--- config.mk ---
export PLATFORM = sky130hd
export DESIGN_NAME = gpio_xp_regbank
export DESIGN_NICKNAME = d
export VERILOG_FILES = /design/src/rtl/xp_pkg.sv /design/src/rtl/xp_ptr_ctl.sv /design/src/rtl/xp_reg_file.sv /design/src/rtl/xp_rd_sel.sv /design/src/rtl/gpio_xp_regbank.sv
export SDC_FILE = /design/constraint.sdc
export NUM_CORES = 1
export LEC_CHECK = 0
export BUFFER_PORTS_ARGS = -buffer_cell sky130_fd_sc_hd__buf_2
export CAP_MARGIN = 20
export CELL_PAD_IN_SITES_DETAIL_PLACEMENT = 1
export CELL_PAD_IN_SITES_GLOBAL_PLACEMENT = 1
export CORE_UTILIZATION = 41
export DETAILED_ROUTE_END_ITERATION = 10
export PLACE_DENSITY_LB_ADDON = 0.3
export SLEW_MARGIN = 40
export SYNTH_ARGS = -nofsm -noshare
export SYNTH_HDL_FRONTEND = slang
export SYNTH_SLANG_ARGS = --single-unit
--- constraint.sdc ---
create_clock -name clk -period 3.4 [get_ports clk]
set_clock_uncertainty 0.15 [all_clocks]
set_input_delay 0.34 -clock clk [delete_from_list [all_inputs] [get_ports clk]]
set_output_delay 0.34 -clock clk [all_outputs]
set_load 0.005 [all_outputs]
--- src/rtl/xp_pkg.sv ---
package xp_pkg;
   localparam int XP_IDX_W    = 4;
   localparam int XP_LAST_IDX = 10;

   typedef enum logic [XP_IDX_W-1:0] {
      XR_DIR   = 4'd0,
      XR_POL   = 4'd1,
      XR_IEN   = 4'd2,
      XR_CMP   = 4'd3,
      XR_IMODE = 4'd4,
      XR_CFG   = 4'd5,
      XR_PULL  = 4'd6,
      XR_FLAG  = 4'd7,
      XR_CAPT  = 4'd8,
      XR_PORT  = 4'd9,
      XR_LAT   = 4'd10
   } xp_reg_e;

   localparam int XP_CFG_SEQOFF_BIT = 5;
   localparam int XP_CFG_OD_BIT     = 2;
   localparam int XP_CFG_POL_BIT    = 1;
endpackage

--- src/rtl/xp_ptr_ctl.sv ---
module xp_ptr_ctl #(
   parameter int ADDR_W = 8,
   parameter int LAST   = 10
) (
   input  logic              clk,
   input  logic              rst_n,
   input  logic              ld,
   input  logic [ADDR_W-1:0] ld_addr,
   input  logic              acc,
   input  logic              seq_en,
   output logic [ADDR_W-1:0] eff_addr,
   output logic [ADDR_W-1:0] ptr_q
);
   localparam logic [ADDR_W-1:0] LAST_A = ADDR_W'(LAST);

   logic [ADDR_W-1:0] nxt_addr;
   logic [ADDR_W-1:0] ptr_d;

   // the access of this cycle uses a freshly loaded address
   assign eff_addr = ld ? ld_addr : ptr_q;
   assign nxt_addr = (eff_addr >= LAST_A) ? '0 : eff_addr + ADDR_W'(1);
   assign ptr_d    = (acc && seq_en) ? nxt_addr : eff_addr;

   always_ff @(posedge clk or negedge rst_n) begin
      if (!rst_n) ptr_q <= '0;
      else        ptr_q <= ptr_d;
   end
endmodule

--- src/rtl/xp_reg_file.sv ---
module xp_reg_file
   import xp_pkg::*;
#(
   parameter int NPINS  = 8,
   parameter int DATA_W = 8
) (
   input  logic                clk,
   input  logic                rst_n,
   input  logic                we,
   input  logic [XP_IDX_W-1:0] idx,
   input  logic [DATA_W-1:0]   wdata,
   output logic [NPINS-1:0]    dir,
   output logic [NPINS-1:0]    pol,
   output logic [NPINS-1:0]    ien,
   output logic [NPINS-1:0]    cmp,
   output logic [NPINS-1:0]    imode,
   output logic [NPINS-1:0]    pull,
   output logic [NPINS-1:0]    lat,
   output logic                cfg_seqoff,
   output logic                cfg_od,
   output logic                cfg_pol,
   output logic [NPINS-1:0]    pin_oe,
   output logic [NPINS-1:0]    pin_out,
   output logic [NPINS-1:0]    pull_en
);
   logic [NPINS-1:0] wv;
   assign wv = wdata[NPINS-1:0];

   always_ff @(posedge clk or negedge rst_n) begin
      if (!rst_n) begin
         dir        <= '1;
         pol        <= '0;
         ien        <= '0;
         cmp        <= '0;
         imode      <= '0;
         pull       <= '0;
         lat        <= '0;
         cfg_seqoff <= 1'b0;
         cfg_od     <= 1'b0;
         cfg_pol    <= 1'b0;
      end else if (we) begin
         case (idx)
            XR_DIR:   dir   <= wv;
            XR_POL:   pol   <= wv;
            XR_IEN:   ien   <= wv;
            XR_CMP:   cmp   <= wv;
            XR_IMODE: imode <= wv;
            XR_PULL:  pull  <= wv;
            XR_CFG: begin
               cfg_seqoff <= wdata[XP_CFG_SEQOFF_BIT];
               cfg_od     <= wdata[XP_CFG_OD_BIT];
               cfg_pol    <= wdata[XP_CFG_POL_BIT];
            end
            XR_PORT, XR_LAT: lat <= wv;
            default: ;
         endcase
      end
   end

   for (genvar i = 0; i < NPINS; i++) begin : g_pin
      assign pin_oe[i]  = ~dir[i];
      assign pin_out[i] = dir[i] ? 1'b0 : lat[i];
      assign pull_en[i] = pull[i] & dir[i];
   end
endmodule

--- src/rtl/xp_rd_sel.sv ---
module xp_rd_sel
   import xp_pkg::*;
#(
   parameter int NPINS  = 8,
   parameter int DATA_W = 8
) (
   input  logic                clk,
   input  logic                rst_n,
   input  logic                rd_go,
   input  logic                addr_ok,
   input  logic [XP_IDX_W-1:0] idx,
   input  logic [NPINS-1:0]    dir,
   input  logic [NPINS-1:0]    pol,
   input  logic [NPINS-1:0]    ien,
   input  logic [NPINS-1:0]    cmp,
   input  logic [NPINS-1:0]    imode,
   input  logic [NPINS-1:0]    pull,
   input  logic [NPINS-1:0]    lat,
   input  logic [NPINS-1:0]    pin_in,
   input  logic [NPINS-1:0]    flags,
   input  logic [NPINS-1:0]    capt,
   input  logic                cfg_seqoff,
   input  logic                cfg_od,
   input  logic                cfg_pol,
   output logic [DATA_W-1:0]   rdata,
   output logic                int_clr
);
   logic [DATA_W-1:0] cfg_b;
   logic [DATA_W-1:0] sel;
   logic              clr_hit;

   always_comb begin
      cfg_b = '0;
      cfg_b[XP_CFG_SEQOFF_BIT] = cfg_seqoff;
      cfg_b[XP_CFG_OD_BIT]     = cfg_od;
      cfg_b[XP_CFG_POL_BIT]    = cfg_pol;
   end

   always_comb begin
      sel = '0;
      if (addr_ok) begin
         case (idx)
            XR_DIR:   sel = DATA_W'(dir);
            XR_POL:   sel = DATA_W'(pol);
            XR_IEN:   sel = DATA_W'(ien);
            XR_CMP:   sel = DATA_W'(cmp);
            XR_IMODE: sel = DATA_W'(imode);
            XR_CFG:   sel = cfg_b;
            XR_PULL:  sel = DATA_W'(pull);
            XR_FLAG:  sel = DATA_W'(flags);
            XR_CAPT:  sel = DATA_W'(capt);
            XR_PORT:  sel = DATA_W'(pin_in ^ pol);
            XR_LAT:   sel = DATA_W'(lat);
            default:  sel = '0;
         endcase
      end
   end

   assign clr_hit = addr_ok && ((idx == XR_PORT) || (idx == XR_CAPT));

   always_ff @(posedge clk or negedge rst_n) begin
      if (!rst_n) begin
         rdata   <= '0;
         int_clr <= 1'b0;
      end else begin
         if (rd_go) rdata <= sel;
         int_clr <= rd_go && clr_hit;
      end
   end
endmodule

--- src/rtl/gpio_xp_regbank.sv ---
module gpio_xp_regbank
   import xp_pkg::*;
#(
   parameter int NPINS  = 8,
   parameter int ADDR_W = 8,
   parameter int DATA_W = 8
) (
   input  logic              clk,
   input  logic              rst_n,
   input  logic              bus_ptr_ld,
   input  logic [ADDR_W-1:0] bus_addr,
   input  logic              bus_wr,
   input  logic              bus_rd,
   input  logic [DATA_W-1:0] bus_wdata,
   output logic [DATA_W-1:0] bus_rdata,
   input  logic [NPINS-1:0]  pin_in,
   output logic [NPINS-1:0]  pin_oe,
   output logic [NPINS-1:0]  pin_out,
   output logic [NPINS-1:0]  pull_en,
   input  logic [NPINS-1:0]  irq_flags,
   input  logic [NPINS-1:0]  irq_capt,
   output logic [NPINS-1:0]  irq_en,
   output logic [NPINS-1:0]  irq_cmp,
   output logic [NPINS-1:0]  irq_mode,
   output logic              int_od,
   output logic              int_act_high,
   output logic              int_clr
);
   localparam logic [ADDR_W-1:0] LAST_A = ADDR_W'(XP_LAST_IDX);

   if (NPINS > DATA_W) begin : g_bad_npins
      $error("NPINS must not exceed DATA_W");
   end
   if (ADDR_W < XP_IDX_W) begin : g_bad_addr
      $error("ADDR_W too narrow for the register map");
   end
   if (DATA_W <= XP_CFG_SEQOFF_BIT) begin : g_bad_data
      $error("DATA_W too narrow for the configuration register");
   end

   logic [ADDR_W-1:0]   eff_addr;
   logic [ADDR_W-1:0]   ptr_q;
   logic [XP_IDX_W-1:0] idx;
   logic                addr_ok;
   logic                rd_go;
   logic                acc;
   logic                seq_en;
   logic                cfg_seqoff, cfg_od, cfg_pol;
   logic [NPINS-1:0]    dir, pol, pull, lat;

   assign acc     = bus_wr | bus_rd;
   assign rd_go   = bus_rd & ~bus_wr;
   assign seq_en  = ~cfg_seqoff;
   assign addr_ok = (eff_addr <= LAST_A);
   assign idx     = eff_addr[XP_IDX_W-1:0];

   xp_ptr_ctl #(.ADDR_W(ADDR_W), .LAST(XP_LAST_IDX)) u_ptr (
      .clk      (clk),
      .rst_n    (rst_n),
      .ld       (bus_ptr_ld),
      .ld_addr  (bus_addr),
      .acc      (acc),
      .seq_en   (seq_en),
      .eff_addr (eff_addr),
      .ptr_q    (ptr_q)
   );

   xp_reg_file #(.NPINS(NPINS), .DATA_W(DATA_W)) u_regs (
      .clk        (clk),
      .rst_n      (rst_n),
      .we         (bus_wr & addr_ok),
      .idx        (idx),
      .wdata      (bus_wdata),
      .dir        (dir),
      .pol        (pol),
      .ien        (irq_en),
      .cmp        (irq_cmp),
      .imode      (irq_mode),
      .pull       (pull),
      .lat        (lat),
      .cfg_seqoff (cfg_seqoff),
      .cfg_od     (cfg_od),
      .cfg_pol    (cfg_pol),
      .pin_oe     (pin_oe),
      .pin_out    (pin_out),
      .pull_en    (pull_en)
   );

   xp_rd_sel #(.NPINS(NPINS), .DATA_W(DATA_W)) u_rd (
      .clk        (clk),
      .rst_n      (rst_n),
      .rd_go      (rd_go),
      .addr_ok    (addr_ok),
      .idx        (idx),
      .dir        (dir),
      .pol        (pol),
      .ien        (irq_en),
      .cmp        (irq_cmp),
      .imode      (irq_mode),
      .pull       (pull),
      .lat        (lat),
      .pin_in     (pin_in),
      .flags      (irq_flags),
      .capt       (irq_capt),
      .cfg_seqoff (cfg_seqoff),
      .cfg_od     (cfg_od),
      .cfg_pol    (cfg_pol),
      .rdata      (bus_rdata),
      .int_clr    (int_clr)
   );

   assign int_od       = cfg_od;
   assign int_act_high = cfg_pol & ~cfg_od;
endmodule

==> run_results.csv <==
group,metric,value,unit
status,outcome,"complete, no violations",
cts,cts_resized,0,
global_routing,busiest_layer,"met2",
critical_path,critPathArrivalTime,3.11,ns
floorplanning,initial_utilization,43.0,%
global_routing,grt_pass1_wl,20200,um
global_routing,grt_use_total,26.8,%
global_routing,antenna_found_initial,0,
drt,wirelength,13100,um
synthesis,synth_top_family_by_area,"multiplexers",
synthesis,synth_seq_cells,76,
synthesis,netlist-cell-type-count,51,
global_routing,grt_start_max_net_pins,77,
run,drv_cap,0,
sta,final.setup.tns,0,ns
synthesis,synth_xor_xnor_area_share,1.52,%
synthesis,synth_nets,409,
sta,whs,0.149,ns
synthesis,synth.cell_area,4030,um^2
sta,rsz0062_at_grt,"no",
critical_path,required,3.49,ns
worst_hold_path,hp-class,"primary input to register",
floorplanning,rows,35,
placement,portBuffers,103,
power_and_ir_drop,power.share.switching,34.9,%
synthesis,synth-edff-count,0,
synthesis,synthAdderAreaFrac,1.24,%
critical_path,start_kind,"register",
layout,fill_cells,1086,
critical_path,end_kind,"register",
power_and_ir_drop,cellPowerDensity,608,nW/um^2
floorplanning,num_io_pins,104,
synthesis,async_reset_ff_share,100,%
power_and_ir_drop,ir_worst_vdd,374,uV
critical_path,cpMaxStageDelayCell,"a21boi_4",
drt,drt-pass1-iter-count,5,
floorplanning,coreArea,9370,um^2
placement,hpwl,9530,um
sta,max_slew_margin,51.3,%
layout,diodes,0,
critical_path,setup.worst_path.class,"register to register",
sta,finalSetupViolCount,0,
cts,clockBufferDepth,2,
power_and_ir_drop,clockPowerShare,21.3,%
critical_path,cp_max_fo,8,
sta,hold_violations,0,
global_routing,grt_pass1_vias,3659,
placement,dp_cells,593,
critical_path,r2r-start,"u_ptr.ptr_q[0]",
global_routing,grt.overflow.total,0,
synthesis,ys_warn_count,0,
cts,cts-buffers-inserted,9,
power_and_ir_drop,internal-power,1.97,mW
placement,gp_congestion,0.864,
floorplanning,die_x,101,um
power_and_ir_drop,p_leak,2.44,nW
layout,fin_area,4980,um^2
synthesis,synth.avg_cell_area,11.2,um^2
floorplanning,die_area,10200,um^2
synthesis,yosysSeqAreaShare,47.4,%
sta,post-route-min-period,3.02,ns
layout,most-common-layout-cells,"buf_2 (102), dfrtp_1 (68), mux2_2 (51), o21ai_0 (20), nand2_1 (16)",
layout,areaGrowthSynthToFinish,23.4,%
cts,cts_tree,"yes",
sta,worstMarginPinSlew,0.731,ns
sta,slew_viol_final,0,
floorplanning,die_h,101,um
global_routing,met1_usage,36.1,%
synthesis,yosys_most_used_dff,"dfrtp_1",
worst_hold_path,min-delay-start,"bus_wdata[7]",
layout,layout_commonest_cell,"buf_2",
cts,clk_latency,0.36,ns
cts,htreeDepth,3,
synthesis,synth_compound_area_share,15.4,%
sta,finalCritPeriodShare,88.8,%
cts,clock_tree.root_cell,"clkbuf_8",
sta,fmax,331,MHz
placement,placed_area,4790,um^2
synthesis,synth_mux_area_share,18.5,%
cts,clock-sinks,76,
critical_path,cp_slowest_stage_delay,0.48,ns
power_and_ir_drop,p_sw,1.06,mW
power_and_ir_drop,p_comb_share,31.1,%
layout,layout.cells.non_filler,610,
critical_path,crit_path_start,"u_ptr.ptr_q[0]",
drt,vias,3582,
cts,path_clk_slew,0.08,ns
global_routing,use_met3,4.21,%
layout,drive_gt1_share,41.0,%
drt,avgViaCountPerCell,5.87,
drt,drcViolationCount,0,
synthesis,postSynthCellCount,360,
layout,nNetsFinal,525,
critical_path,crit_chain,"mux2i_1 -> ha_1 -> nor4bb_1 -> nor2_1 -> a211oi_4 -> a21boi_4 -> mux2_1",
power_and_ir_drop,p_seq_share,47.5,%
global_routing,met2_usage,43.7,%
drt,drt-initial-drc-count,244,
drt,ant_nets,0,
synthesis,synth-simple-area-share,13.3,%
drt,wire_per_inst,21.5,um
## synthesized netlist by cell type, drive strengths merged (3+ instances only)
cell type	number	area, um^2
dfrtp	68	1700
and4b	3	30.0
o2bb2ai	4	35.0
a22o	7	61.3
a211oi	3	35.0
clkbuf	11	41.3
a21oi	4	20.0
o21ai	20	100
a221oi	3	26.3
nor4	3	18.8
a32o	5	50.1
xor2	3	26.3
o22ai	4	25.0
a222oi	8	80.1
inv	15	56.3
a22oi	4	30.0
and2	8	50.1
buf	3	11.3
mux2i	8	80.1
nor3	7	35.0
xnor2	4	35.0
nand2	16	60.1
o21a	4	30.0
or2	3	18.8
nand2b	4	25.0
dfstp	8	210
nor2	15	56.3
nor2b	9	56.3
nor3b	3	22.5
mux2	59	664
ha	4	50.1
nand3	14	70.1
## stage by stage
stage	worst slack [ns]	util, %	power [mW]
2_1_floorplan	0.0904	-	1.90
3_3_place_gp	0.433	51.1	2.34
3_5_place_dp	0.269	51.1	2.39
4_1_cts	0.447	53.1	3.04
5_1_grt	0.150	53.1	3.20
6_report	0.380	53.1	3.03
## layer usage
layer	share of wire (%)	vias up	wire, um
met4	1.8	0	235
met3	6.0	21	785
li1	-	1585	-
met1	43	1836	5630
met2	49	140	6470
met5	0	-	0
## registers in the layout, summed over array words and instances (netlist names)
signal,count
u_regs.dir,8
u_regs.pol,8
u_regs.lat,8
u_rd.rdata,8
u_regs.cfg_seqoff,1
u_regs.cmp,8
u_regs.cfg_pol,1
u_regs.ien,8
u_regs.cfg_od,1
u_ptr.ptr_q,8
u_regs.imode,8
u_regs.pull,8
u_rd.int_clr,1
## worst paths after layout
path	endpoint	slack, ns	cells past startpoint
worst max-delay path	u_regs.lat[0]	0.38	7
worst min-delay path	u_regs.lat[7]	0.15	2
worst max register to register	u_regs.lat[0]	0.38	7
worst min register to register	u_rd.rdata[6]	0.32	2
max in group asynchronous	u_rd.rdata[5]	2.16	2
min in group asynchronous	u_ptr.ptr_q[4]	0.40	2
## layout make-up
class | instances | area [um^2] | area share (%)
Clock buffer | 11 | 141 | 2.84
Clock inverter | 5 | 36.3 | 0.729
Inverter | 15 | 56.3 | 1.13
Multi-Input combinational cell | 255 | 2010 | 40.4
Sequential cell | 76 | 1910 | 38.4
Tap cell | 129 | 161 | 3.24
Timing Repair Buffer | 119 | 657 | 13.2
## critical path, delay by kind of cell, from the launching register on
kind	cells	cell delay, ns
simple gates	2	0.65
flops	1	0.36
compound gates	2	0.94
fa+ha+maj	1	0.22
mux	2	0.57
## logic make-up (layout without fill, tap and decap cells)
family	after synthesis	after routing
adders and majority gates	4	4
DFF	76	76
AOI/OAI and AO/OA	80	80
xor gates and xnor gates	7	7
and+or+nand+nor	97	97
buffers and inverters	29	150
muxes	67	67
## what timing repair did
| item | CTS | global route |
|---|---|---|
| hold buffers | 1 | 0 |
| endpoints found under the hold margin | 68 | 0 |
| setup buffers | 0 | 0 |
## power groups by stage
stage	clock network (mW)	registers (mW)	logic (mW)
floorplan	0	1.38	0.525
global placement	0	1.44	0.897
detailed placement	0	1.45	0.937
CTS	0.657	1.44	0.948
global route	0.698	1.47	1.02
finish	0.645	1.44	0.943
No activity file was read; power rests on OpenSTA's default activity.
